File: src/rtl/pcfg_pkg.sv
package pcfg_pkg;

  typedef enum logic [4:0] {
    S_IDLE, S_PROG, S_WAIT, S_WEN, S_FETCH, S_RISE, S_POST, S_STR,
    S_CSOFF, S_WOFF, S_DLO, S_DHI, S_ABORT,
    S_RSEL, S_RHI, S_RCAP, S_RPLO, S_RPHI
  } pcfg_state_t;

  typedef enum logic [1:0] {
    PC_OK       = 2'd0,
    PC_TO_READY = 2'd1,
    PC_TO_STALL = 2'd2,
    PC_TO_CFGD  = 2'd3
  } pcfg_code_t;

endpackage

File: src/rtl/pcfg_timer.sv
module pcfg_timer #(
  parameter int LIMIT = 16
)(
  input  logic clk,
  input  logic rst,
  input  logic run,
  output logic expired
);
  localparam int W = $clog2(LIMIT + 1);
  localparam logic [W-1:0] LAST = W'(LIMIT - 1);

  logic [W-1:0] cnt_q;

  always_ff @(posedge clk) begin
    if (rst || !run) cnt_q <= '0;
    else if (cnt_q != LAST) cnt_q <= cnt_q + 1'b1;
  end

  assign expired = run && (cnt_q == LAST);

  // the window count saturates and never passes its limit
  assert_timer_sat_R2: assert property (@(posedge clk) disable iff (rst)
    cnt_q <= LAST);

endmodule

File: src/rtl/pcfg_loader.sv
module pcfg_loader
  import pcfg_pkg::*;
#(
  parameter int DATA_W      = 8,
  parameter int LEN_W       = 16,
  parameter int PULSE_CYC   = 20,
  parameter int TIMEOUT_CYC = 2000000,
  parameter bit BUSY_CHECK  = 1'b0
)(
  input  logic              clk,
  input  logic              rst,
  input  logic              cmd_valid,
  input  logic              cmd_read,
  input  logic [LEN_W-1:0]  cmd_len,
  input  logic [DATA_W-1:0] in_data,
  input  logic              in_valid,
  output logic              in_ready,
  output logic [DATA_W-1:0] out_data,
  output logic              out_valid,
  output logic              tgt_rst,
  output logic              tgt_sel,
  output logic              tgt_wen,
  output logic              tgt_cclk,
  output logic [DATA_W-1:0] tgt_dout,
  output logic              tgt_doe,
  input  logic [DATA_W-1:0] tgt_din,
  input  logic              tgt_rdy,
  input  logic              tgt_stall,
  input  logic              tgt_cfgd,
  output logic              st_busy,
  output logic [1:0]        st_code,
  output logic [LEN_W-1:0]  xfer_count
);

  pcfg_state_t       state_q;
  pcfg_code_t        code_q, abort_code;
  logic              rst_q, sel_q, wen_q, cclk_q, doe_q, rv_q, abort_go;
  logic [DATA_W-1:0] dout_q, rd_q;
  logic [LEN_W-1:0]  len_q, cnt_q, cnt_inc;
  logic              pulse_run, pulse_exp, long_run, long_exp, stretch_req;

  assign cnt_inc   = cnt_q + 1'b1;
  assign pulse_run = (state_q == S_PROG) || (state_q == S_ABORT);
  assign long_run  = state_q inside {S_WAIT, S_POST, S_STR, S_DLO, S_DHI};

  pcfg_timer #(.LIMIT(PULSE_CYC)) u_pulse (
    .clk(clk), .rst(rst), .run(pulse_run), .expired(pulse_exp));

  pcfg_timer #(.LIMIT(TIMEOUT_CYC)) u_wait (
    .clk(clk), .rst(rst), .run(long_run), .expired(long_exp));

  generate
    if (BUSY_CHECK) begin : g_stretch
      assign stretch_req = tgt_stall;
    end else begin : g_free
      assign stretch_req = 1'b0;
    end
  endgenerate

  always_comb begin
    abort_go   = 1'b0;
    abort_code = PC_OK;
    if (state_q == S_WAIT && !(tgt_rdy && !tgt_stall) && long_exp) begin
      abort_go = 1'b1; abort_code = PC_TO_READY;
    end
    if (state_q == S_POST && stretch_req && long_exp) begin
      abort_go = 1'b1; abort_code = PC_TO_STALL;
    end
    if (state_q == S_DLO && !tgt_cfgd && long_exp) begin
      abort_go = 1'b1; abort_code = PC_TO_CFGD;
    end
  end

  always_ff @(posedge clk) begin
    if (rst) begin
      state_q <= S_IDLE;
      rst_q   <= 1'b0;
      sel_q   <= 1'b0;
      wen_q   <= 1'b0;
      cclk_q  <= 1'b1;
      doe_q   <= 1'b0;
      dout_q  <= '0;
      rd_q    <= '0;
      rv_q    <= 1'b0;
      len_q   <= '0;
      cnt_q   <= '0;
      code_q  <= PC_OK;
    end else begin
      rv_q <= 1'b0;
      unique case (state_q)
        S_IDLE: if (cmd_valid && !tgt_stall) begin
          len_q  <= cmd_len;
          cnt_q  <= '0;
          code_q <= PC_OK;
          if (cmd_read) begin sel_q <= 1'b1; state_q <= S_RSEL; end
          else begin rst_q <= 1'b1; state_q <= S_PROG; end
        end
        S_PROG: if (pulse_exp) begin rst_q <= 1'b0; state_q <= S_WAIT; end
        S_WAIT: if (tgt_rdy && !tgt_stall) begin wen_q <= 1'b1; state_q <= S_WEN; end
        S_WEN: begin
          sel_q   <= 1'b1;
          doe_q   <= 1'b1;
          state_q <= (len_q == '0) ? S_CSOFF : S_FETCH;
        end
        S_FETCH: if (in_valid) begin
          dout_q  <= in_data;
          cclk_q  <= 1'b0;
          state_q <= S_RISE;
        end
        S_RISE: begin cclk_q <= 1'b1; cnt_q <= cnt_inc; state_q <= S_POST; end
        S_POST:
          if (stretch_req) begin
            if (!long_exp) begin cclk_q <= 1'b0; state_q <= S_STR; end
          end else begin
            state_q <= (cnt_q == len_q) ? S_CSOFF : S_FETCH;
          end
        S_STR:   begin cclk_q <= 1'b1; state_q <= S_POST; end
        S_CSOFF: begin sel_q <= 1'b0; doe_q <= 1'b0; state_q <= S_WOFF; end
        S_WOFF:  begin wen_q <= 1'b0; state_q <= S_DLO; end
        S_DLO:
          if (tgt_cfgd) state_q <= S_IDLE;
          else begin cclk_q <= 1'b0; state_q <= S_DHI; end
        S_DHI:   begin cclk_q <= 1'b1; state_q <= S_DLO; end
        S_ABORT: if (pulse_exp) begin rst_q <= 1'b0; state_q <= S_IDLE; end
        S_RSEL:
          if (len_q == '0) begin sel_q <= 1'b0; state_q <= S_RPLO; end
          else begin cclk_q <= 1'b0; state_q <= S_RHI; end
        S_RHI:   begin cclk_q <= 1'b1; state_q <= S_RCAP; end
        S_RCAP: begin
          rd_q  <= tgt_din;
          rv_q  <= 1'b1;
          cnt_q <= cnt_inc;
          if (cnt_inc == len_q) begin sel_q <= 1'b0; state_q <= S_RPLO; end
          else begin cclk_q <= 1'b0; state_q <= S_RHI; end
        end
        S_RPLO:  begin cclk_q <= 1'b0; state_q <= S_RPHI; end
        S_RPHI:  begin cclk_q <= 1'b1; state_q <= S_IDLE; end
        default: state_q <= S_IDLE;
      endcase
      if (abort_go) begin
        rst_q   <= 1'b1;
        sel_q   <= 1'b0;
        wen_q   <= 1'b0;
        doe_q   <= 1'b0;
        cclk_q  <= 1'b1;
        code_q  <= abort_code;
        state_q <= S_ABORT;
      end
    end
  end

  assign in_ready   = (state_q == S_FETCH);
  assign out_data   = rd_q;
  assign out_valid  = rv_q;
  assign tgt_rst    = rst_q;
  assign tgt_sel    = sel_q;
  assign tgt_wen    = wen_q;
  assign tgt_cclk   = cclk_q;
  assign tgt_dout   = dout_q;
  assign tgt_doe    = doe_q;
  assign st_busy    = (state_q != S_IDLE);
  assign st_code    = code_q;
  assign xfer_count = cnt_q;

  // data driven only while the link is selected for writing
  assert_drive_needs_write_R3: assert property (@(posedge clk) disable iff (rst)
    tgt_doe |-> (tgt_wen && tgt_sel));

  // select may rise during a load only after write-enable is already up
  assert_wen_before_sel_R3: assert property (@(posedge clk) disable iff (rst)
    ($rose(tgt_sel) && tgt_wen) |-> $past(tgt_wen));

  // write-enable drops only once select is gone
  assert_sel_before_wen_drop_R3: assert property (@(posedge clk) disable iff (rst)
    $fell(tgt_wen) |-> !tgt_sel);

  // a driven byte never changes on the rising clock edge
  assert_byte_stable_R4: assert property (@(posedge clk) disable iff (rst)
    ($rose(tgt_cclk) && tgt_doe) |-> $stable(tgt_dout));

  // program request never overlaps an open link
  assert_prog_alone_R7: assert property (@(posedge clk) disable iff (rst)
    tgt_rst |-> (!tgt_sel && !tgt_wen));

  // the transfer count never passes the commanded length
  assert_count_bound_R10: assert property (@(posedge clk) disable iff (rst)
    xfer_count <= len_q);

endmodule

File: config.mk
export PLATFORM = sky130hd
export DESIGN_NAME = pcfg_loader
export DESIGN_NICKNAME = d
export VERILOG_FILES = /design/src/rtl/pcfg_pkg.sv /design/src/rtl/pcfg_timer.sv /design/src/rtl/pcfg_loader.sv
export SDC_FILE = /design/constraint.sdc
export NUM_CORES = 1
export LEC_CHECK = 0
export BUFFER_PORTS_ARGS = -buffer_cell sky130_fd_sc_hd__buf_2
export CAP_MARGIN = 15
export CELL_PAD_IN_SITES_DETAIL_PLACEMENT = 0
export CELL_PAD_IN_SITES_GLOBAL_PLACEMENT = 1
export CORE_MARGIN = 2
export CORE_UTILIZATION = 41
export DETAILED_ROUTE_END_ITERATION = 16
export PLACE_DENSITY_LB_ADDON = 0.12
export SKIP_LAST_GASP = 1
export SLEW_MARGIN = 25
export SYNTH_ARGS = -nofsm -noshare
export SYNTH_HDL_FRONTEND = slang
export SYNTH_SLANG_ARGS = --single-unit
export TNS_END_PERCENT = 10
File: constraint.sdc
create_clock -name clk -period 2.7 [get_ports clk]
set_input_delay 0.81 -clock clk [delete_from_list [all_inputs] [get_ports clk]]
set_output_delay 0.81 -clock clk [all_outputs]
set_load 0.02 [all_outputs]
### Word-level counts from Yosys, hierarchy flattened

Cells that the tools add are included.

| storage, ports and cells | value |
|---|---|
| bits in registers | 87 |
| word-level logic and storage cells | 144 |

| cells by class | value |
|---|---|
| add/subtract/negate cells | 3 |
| eq/ne operators | 41 |
| multiplexer cells | 41 |
| reductions and logical operators | 44 |

Operators with widths:

| cell | number |
|---|---|
| one-hot mux 5 bit (15 select lines) | 1 |
| equality test 5 x 4 -> 1 bit, second input constant | 8 |
| 2-to-1 mux 5 bit | 7 |
| equality test 16 bit | 2 |
| one-hot mux 16 bit (2 select lines) | 1 |
| adder 21 x 1 -> 21 bit, second input constant | 1 |
| equality test 21 bit, second input constant | 1 |
| inequality test 21 bit, second input constant | 1 |
| equality test 5 x 3 -> 1 bit, second input constant | 4 |
| 2-to-1 mux 4 bit | 5 |
| inequality test 2 bit, second input constant | 10 |
| AND reduction 5 bit | 4 |
| 2-to-1 mux 1 bit | 17 |
| adder 16 x 1 -> 16 bit, second input constant | 1 |
| logical NOT 16 bit | 1 |
| 2-to-1 mux 16 bit | 1 |
| equality test 5 bit, second input constant | 3 |
| nonzero test 5 bit | 3 |
| inequality test 3 bit, second input constant | 4 |
| equality test 5 x 2 -> 1 bit, second input constant | 2 |
| AND reduction 2 bit | 5 |
| nonzero test 2 bit | 5 |
| OR reduction 2 bit | 5 |
| logical AND 1 bit | 8 |
| 17 further kinds | 29 |

### Longest topological paths before layout

Gate-level depths: netlist of the first run.

| logic depth | value |
|---|---|
| depth after elaboration | 9 |
| mapped depth | 9 |

### By module

Synthesis of the first run repeated with hierarchy kept, for this count alone.

| second synthesis, totals | value |
|---|---|
| cell total of the unflattened synthesis | 603 |
| area total of the unflattened synthesis | 4758.3 µm² |

Modules (own cells, without submodules):

| module | times used | cells an instance | area an instance (µm²) |
|---|---|---|---|
| pcfg_loader | 1 | 455 | 3465.8 |
| pcfg_timer at u_wait | 1 | 126 | 1069.8 |
| pcfg_timer at u_pulse | 1 | 22 | 222.7 |

### Worst setup path after synthesis of the first run

OpenSTA, ideal clock, no wires.

| timing | value |
|---|---|
| kind | register -> register |
| start | reg cnt_q[1] (netlist: xfer_count[1]) |
| end | reg state_q[4] |
| setup time | 0.088 ns |
| arrival | 2.385 ns |
| required time | 2.612 ns |
| setup slack | 0.226 ns |
| stages on the path, launching flop included | 10 |
| buffers on the path | 1 |
| cell sequence | dfxtp_1 ha_1 buf_2 nand3_1 nor3_1 a21oi_1 nor4b_2 nand4_1 or2_1 a311oi_2 |

| on the way | value |
|---|---|
| word-level cells in the longest chain between the ends | 4 |

RTL lines:

| element | RTL line | source |
|---|---|---|
| start, declared | pcfg_loader.sv:39 | `logic [LEN_W-1:0] len_q, cnt_q, cnt_inc;` |
| start signal, assigned | pcfg_loader.sv:132 | `cnt_q <= cnt_inc;` |
| adder 16 x 1 -> 16 bit | pcfg_loader.sv:42 | `assign cnt_inc = cnt_q + 1'b1;` |
| equality test 16 bit | pcfg_loader.sv:133 | `if (cnt_inc == len_q) begin sel_q <= 1'b0; state_q <= S_RPLO; end` |
| 2-to-1 mux 5 bit | pcfg_loader.sv:133 |  |
| one-hot mux 5 bit (15 select lines) | pcfg_loader.sv:90 | `unique case (state_q)` |
| end signal, assigned | pcfg_loader.sv:103 | `state_q <= (len_q == '0) ? S_CSOFF : S_FETCH;` |
| end signal, assigned | pcfg_loader.sv:115 | `state_q <= (cnt_q == len_q) ? S_CSOFF : S_FETCH;` |
| end, declared | pcfg_loader.sv:35 | `pcfg_state_t state_q;` |

No other way between the ends.
A chain may end at the register's enable or synchronous reset.

### Worst setup path in the final report of the first run

| timing | value |
|---|---|
| start | reg state_q[1] |
| end | out st_busy |

| on the way | value |
|---|---|
| word-level cells in the longest chain between the ends | 1 |

RTL lines:

| element | RTL line | source |
|---|---|---|
| nonzero test 5 bit | pcfg_loader.sv:161 | `assign st_busy = (state_q != S_IDLE);` |
| end, declared | pcfg_loader.sv:30 | `output logic st_busy,` |

No other way between the ends.

==> metrics.md, run 1 <==
| Metric | Value |
|---|---|
| RSZ-0062 raised after global routing | yes |
| DR vias/cell | 5.53 |
| Ys async rst share | 0 |
| Vias in the first global route | 4,401 |
| Final cell count without fillers | 843 |
| Post-synth EDFFs | 0 |
| DR WL met2 | 6030 um |
| Worst Path Max Fanout | 18 |
| Netlist cell types | 65 |
| CP Launch Type | flop |
| Fin nets | 738 |
| Delay of the slowest critical-path stage | 720 ps |
| Syn Nets | 659 |
| Seq pwr share | 0.361 |
| # resized after CTS | 0 |
| Detailed placement HPWL | 9820 um |
| CTS tree | done |
| Slew Limit Fails | 0 |
| Delay-heaviest family, CP | flip-flops |
| CP Data Required Time | 1890 ps |
| # diodes | 0 |
| I/O pin count | 82 |
| TritonRoute pass-1 iters | 5 |
| Total GRT Usage | 0.221 |
| CTS hold repair buffers | 0 |
| Placer Congestion | 0.893 |
| Maximum VDD drop | 0.423 mV |
| DRC | 0 |
| #FFs+latches synth | 87 |
| Register area share after synthesis | 0.364 |
| CTS root buffer | clkbuf_16 |
| Status | complete, no violations |
| Buf/Inv on CP | 2 |
| Largest net degree at the start of global routing | 53 |
| Initial core utilization | 0.419 |
| Initial antenna violation count | 0 |
| Top Metal Used | met4 |
| Ys flop type | dfxtp_1 |
| Worst slew margin relative to its limit | 0.581 |
| Layout Skew | 9.18 ps |
| Commonest non-fill, non-tap cells in the layout | nand2_1 (88), dfxtp_1 (86), buf_2 (81) |
| Commonest non-fill, non-tap cell in the layout | nand2_1 |
| PD cells | 750 nW/um2 |
| Final hold viol count | 0 |
| Iter 0 DRT Violations | 362 |
| Routed vias | 4,662 |
| Internal | 2.63 mW |
| Part of the cycle the worst path needs | 0.982 |
| YS warnings | 0 |
| Inst Count DP | 827 |
| Setup Total Neg Slack | 0 ps |
| Lkg Pwr | 2.19 nW |
| Final Worst Setup Slack | 49.5 ps |
| Core area | 11,400 um2 |
| Layout cells sized above 1 | 0.193 |
| # fillers | 1,134 |
| WL final | 13,500 um |
| CP max stage cell | dfxtp_1 |
| Die ar. | 12,500 um2 |
| Total gr overflow | 0 |
| Clock tree sinks | 87 |
| Max_cap viols | 0 |
| FMAX | 377 MHz |
| Comb pwr share | 0.362 |
| Overall power | 4.25 mW |
| CP Capture Type | primary output |
| H-Tree Depth | 3 |
| Hold Path Class | reg -> reg |
| Post-CTS Repair Setup Buffers | 0 |
| DR WL/cell | 16.0 um |
| Die width | 112 um |
| Final setup fails | 0 |
| Critical path cell sequence | nor3_1 -> and2_1 -> inv_1 -> buf_2 |
| Sw frac | 0.380 |
| Clk pin slew, worst setup/hold paths | 60 ps |
| Switching pwr | 1.61 mW |
| Row count | 39 |
| Syn avg cell area | 7.76 um2 |
| Worst-Skew Late Latency | 340 ps |
| Routed Antenna Nets | 0 |
| CP Class | reg -> out |
| Area grow syn2layout | 18.6% |
| Setup WS pre-CTS | 153 ps |
| Max Root-Sink Buffers | 2 |
| Min cycle time layout | 2650 ps |
| Die span in y | 112 um |
| First-pass GRT wire length | 22,400 um |
| PortBufs | 81 |
| Util after Layout | 0.496 |
| Clk network pwr share | 0.277 |
| Cts bufs inserted | 9 |
| WP data arrival | 1840 ps |
| Met1 WL | 6390 um |
| Met3 wire len | 910 um |
| Worst Max-Slew Pin Slew | 627 ps |
| Post-Synthesis Cells | 616 |
| Synth Cell Area | 4780 um2 |
## sequential cells by signal (all words and copies together), names as in the netlist, 2 cells and up
register,flops
u_wait.cnt_q,21
len_q,16
xfer_count,16
out_data,8
tgt_dout,8
state_q,5
u_pulse.cnt_q,5
st_code,2
## routing by layer
layer  vias to the layer above  GRT usage
li1                       2344          -
met1                      2144      0.304
met2                       163      0.334
met3                        11     0.0512
met4                         0     0.0919
met5                         -          0
## power groups by stage
stage / registers, mW / logic, mW / clock network [mW]
after detailed placement: 1.56 / 1.51 / 0
final: 1.53 / 1.54 / 1.18
after global placement: 1.56 / 1.50 / 0
after global routing: 1.55 / 1.69 / 1.27
after floorplan: 1.53 / 1.06 / 0
after CTS: 1.53 / 1.52 / 1.21
## area by class of cell
type | count | area, um2 | area share
tap | 143 | 179 | 0.0316
sequential | 87 | 1740 | 0.308
multi-input combinational | 484 | 2860 | 0.504
timing repair buffer | 104 | 578 | 0.102
clock inverter | 3 | 17.5 | 0.00309
clock buffer | 13 | 260 | 0.0459
inverter | 9 | 33.8 | 0.00596
## final timing paths
| kind | startpoint | slack [ps] | end | cells after the start |
|---|---|---|---|---|
| setup / recovery | state_q[1]$_SDFFE_PP0P_ | 50 | st_busy | 4 |
| hold / removal | out_data[2]$_SDFFE_PP0P_ | 460 | out_data[2]$_SDFFE_PP0P_ | 2 |
| setup reg to reg | xfer_count[3]$_SDFFE_PP0P_ | 260 | state_q[4]$_SDFFE_PP0P_ | 7 |
| hold reg to reg | out_data[2]$_SDFFE_PP0P_ | 460 | out_data[2]$_SDFFE_PP0P_ | 2 |
## metrics by stage
stage / area [um2] / hold WS, ps
global route: 5670 / 481
finish: 5670 / 457
detailed placement: 5380 / 449
CTS: 5660 / 458
global placement: 5380 / 439
floorplan: 4780 / 461
## cell usage after synthesis (4+ instances only)
master | instances | area share
a211oi_1 | 8 | 0.013
a21oi_1 | 56 | 0.059
a31oi_1 | 4 | 0.0052
and2_1 | 6 | 0.0079
and3_1 | 6 | 0.0079
and4_1 | 5 | 0.0092
buf_2 | 7 | 0.0073
clkbuf_1 | 25 | 0.020
dfxtp_1 | 87 | 0.36
inv_1 | 9 | 0.0071
mux2i_1 | 11 | 0.023
nand2_1 | 88 | 0.069
nand2b_1 | 4 | 0.0052
nand3_1 | 33 | 0.035
nand4_1 | 12 | 0.016
nor2_1 | 80 | 0.063
nor2b_1 | 8 | 0.010
nor3_1 | 14 | 0.015
nor4_1 | 11 | 0.014
o2111ai_1 | 4 | 0.0073
o211a_1 | 4 | 0.0084
o21a_1 | 4 | 0.0063
o21ai_0 | 20 | 0.021
or3_1 | 5 | 0.0065
xnor2_1 | 31 | 0.057
xor2_1 | 18 | 0.033
## cells by family after synthesis
kind of cell,after synthesis,synth area share
fa+ha+maj,3,0.00785
buf+inv,45,0.0393
compound gates,124,0.165
xor+xnor,49,0.0898
flops,87,0.364
mux,11,0.0230
simple gates,297,0.311
## worst reg2reg max path: stages (launching register included)
cell      delay (ps)
dfxtp_1          590
nand4_4          220
nor4_2           380
xnor2_1          140
nor4b_2          240
nand4_1          230
or2_1            300
a311oi_2         260
(Power assumes the default switching activity.)
==> inputs of run 2 (changes only) <==
--- a/config.mk
+++ b/config.mk
@@ -12,7 +12,7 @@
 export CORE_MARGIN = 2
 export CORE_UTILIZATION = 41
 export DETAILED_ROUTE_END_ITERATION = 16
-export PLACE_DENSITY_LB_ADDON = 0.12
+export PLACE_DENSITY = 0.77
 export SKIP_LAST_GASP = 1
 export SLEW_MARGIN = 25
 export SYNTH_ARGS = -nofsm -noshare
==> run 2 against run 1 <==
Global-route usage fell by 0.38 points. Worst setup slack improved by 88 ps. Maximum frequency rose by 3.4%. Critical endpoint unchanged.
==> metrics.md, run 2 (synthesized netlist as in run 1, its figures left out) <==
| Metric | Value |
|---|---|
| Clk network pwr share | 0.289 |
| Seq pwr share | 0.349 |
| Worst slew margin relative to its limit | 0.600 |
| Total GRT Usage | 0.217 |
| Part of the cycle the worst path needs | 0.949 |
| RR Endpoint | state_q[4]$_SDFFE_PP0P_ |
| I/O pin count | 82 |
| Util after Layout | 0.498 |
| Detailed placement HPWL | 9740 um |
| Slew Limit Fails | 0 |
| DRC | 0 |
| CP Class | reg -> out |
| Routed vias | 4,716 |
| # fillers | 1,153 |
| FMAX | 390 MHz |
| Setup Total Neg Slack | 0 ps |
| Layout Skew | 7.40 ps |
| Internal | 2.68 mW |
| Initial antenna violation count | 0 |
| Die span in y | 112 um |
| Reg2Reg Setup Slack | 200 ps |
| RSZ-0062 raised after global routing | no |
| Worst Path Max Fanout | 11 |
| Iter 0 DRT Violations | 369 |
| Clock tree sinks | 87 |
| Hold endpoint | out_data[1]$_SDFFE_PP0P_ |
| Max FFs per register | 21 |
| Max_cap viols | 0 |
| Multi-input logic area | 2860 um2 |
| DR WL/cell | 15.6 um |
| CTS tree | done |
| Largest net degree at the start of global routing | 29 |
| Sw frac | 0.376 |
| Comb pwr share | 0.363 |
| Total gr overflow | 0 |
| Routed Antenna Nets | 0 |
| Final setup fails | 0 |
| WP data arrival | 1750 ps |
| Final hold viol count | 0 |
| Row count | 39 |
| First-pass GRT wire length | 22,000 um |
| Die width | 112 um |
| WL final | 13,200 um |
| Die ar. | 12,500 um2 |
| # diodes | 0 |
| Post-CTS Repair Setup Buffers | 0 |
| H-Tree Depth | 3 |
| Placer Congestion | 0.895 |
| Commonest non-fill, non-tap cell in the layout | nand2_1 |
| Status | complete, no violations |
| Vias in the first global route | 4,376 |
| Layout cells sized above 1 | 0.193 |
| Commonest non-fill, non-tap cells in the layout | nand2_1 (88), dfxtp_1 (87), buf_2 (81) |
| Worst-Skew Late Latency | 350 ps |
| PortBufs | 81 |
| Top reg by flops | u_wait.cnt_q |
| Initial core utilization | 0.419 |
| Core area | 11,400 um2 |
| CP Launch Type | flop |
| PD cells | 755 nW/um2 |
| DR vias/cell | 5.59 |
| CP Capture Type | primary output |
| Register area | 1740 um2 |
| Area grow syn2layout | 19.0% |
| Max Root-Sink Buffers | 2 |
| Top Registers | u_wait.cnt_q x21, len_q x16, xfer_count x16 |
| CP Data Required Time | 1890 ps |
| Hold path start | out_data[1]$_SDFFE_PP0P_ |
| WHS Path Cells | 2 |
| Clk pin slew, worst setup/hold paths | 60 ps |
| Switching pwr | 1.61 mW |
| Worst R2R Path Depth | 7 |
| Lkg Pwr | 2.20 nW |
| Min cycle time layout | 2560 ps |
| CTS root buffer | clkbuf_16 |
| Fin nets | 739 |
| Hold Path Class | reg -> reg |
| Worst r2r src | xfer_count[2]$_SDFFE_PP0P_ |
| Cts bufs inserted | 9 |
| Worst Max-Slew Pin Slew | 595 ps |
| Overall power | 4.29 mW |
| Maximum VDD drop | 0.377 mV |
| TritonRoute pass-1 iters | 5 |
run 2: cell types whose count changed in the layout (fill, tap and decap cells not counted), sizes merged:
cell | before | now
clkinvlp | 1 | 2
clkbuf | 13 | 11
buf | 104 | 105
bufinv | 0 | 1
run 2: how the worst max path moves through the flow:
stage,startpoint,to,slack [ps]
final,state_q[4]$_SDFFE_PP0P_,st_busy,140
after global routing,xfer_count[2]$_SDFFE_PP0P_,state_q[4]$_SDFFE_PP0P_,30
after CTS,state_q[4]$_SDFFE_PP0P_,st_busy,80
after detailed placement,tgt_stall,tgt_cclk$_SDFFE_PP1P_,170
after global placement,tgt_stall,tgt_cclk$_SDFFE_PP1P_,230
after floorplan,xfer_count[1]$_SDFFE_PP0P_,state_q[4]$_SDFFE_PP0P_,230
run 2: layer usage:
metal | global-route usage | part of all wire | up-vias
li1 | - | - | 2349
met1 | 0.307 | 0.47 | 2189
met2 | 0.323 | 0.43 | 160
met3 | 0.0457 | 0.075 | 18
met4 | 0.0862 | 0.018 | 0
met5 | 0 | 0 | -
run 2: repair_timing:
action,4_1_cts,5_1_grt
hold buffers,0,0
setup endpoints to repair,0,1
gates resized for setup,0,1
run 2: through the flow:
stage               cells  hold slack [ps]  instance area, um2  setup WS (ps)
floorplan             616              461                4780            226
detailed placement    828              444                5390            169
global route          844              469                5690           28.0
CTS                   844              453                5680           76.9
global placement      828              439                5390            227
finish                844              452                5690            138
run 2: worst max-delay path: stages (launching register included):
cell and delay, ps:
dfxtp_1 450, nor3_2 300, and2_1 280, inv_1 170, buf_2 200
run 2: power groups by stage:
stage                     Clock [mW]  Combinational [mW]  Sequential [mW]
final                           1.24                1.56             1.50
after CTS                       1.27                1.53             1.49
after detailed placement           0                1.53             1.52
after global placement             0                1.53             1.52
after floorplan                    0                1.06             1.53
after global routing            1.32                1.73             1.51
run 2: area by class of cell:
class                   count  area share
inverters                   9     0.00594
clock inverters             5      0.0103
well taps                 143      0.0315
multi-input cells         484       0.502
repair buffers            105       0.103
flip-flops and latches     87       0.306
clock buffers              11      0.0409
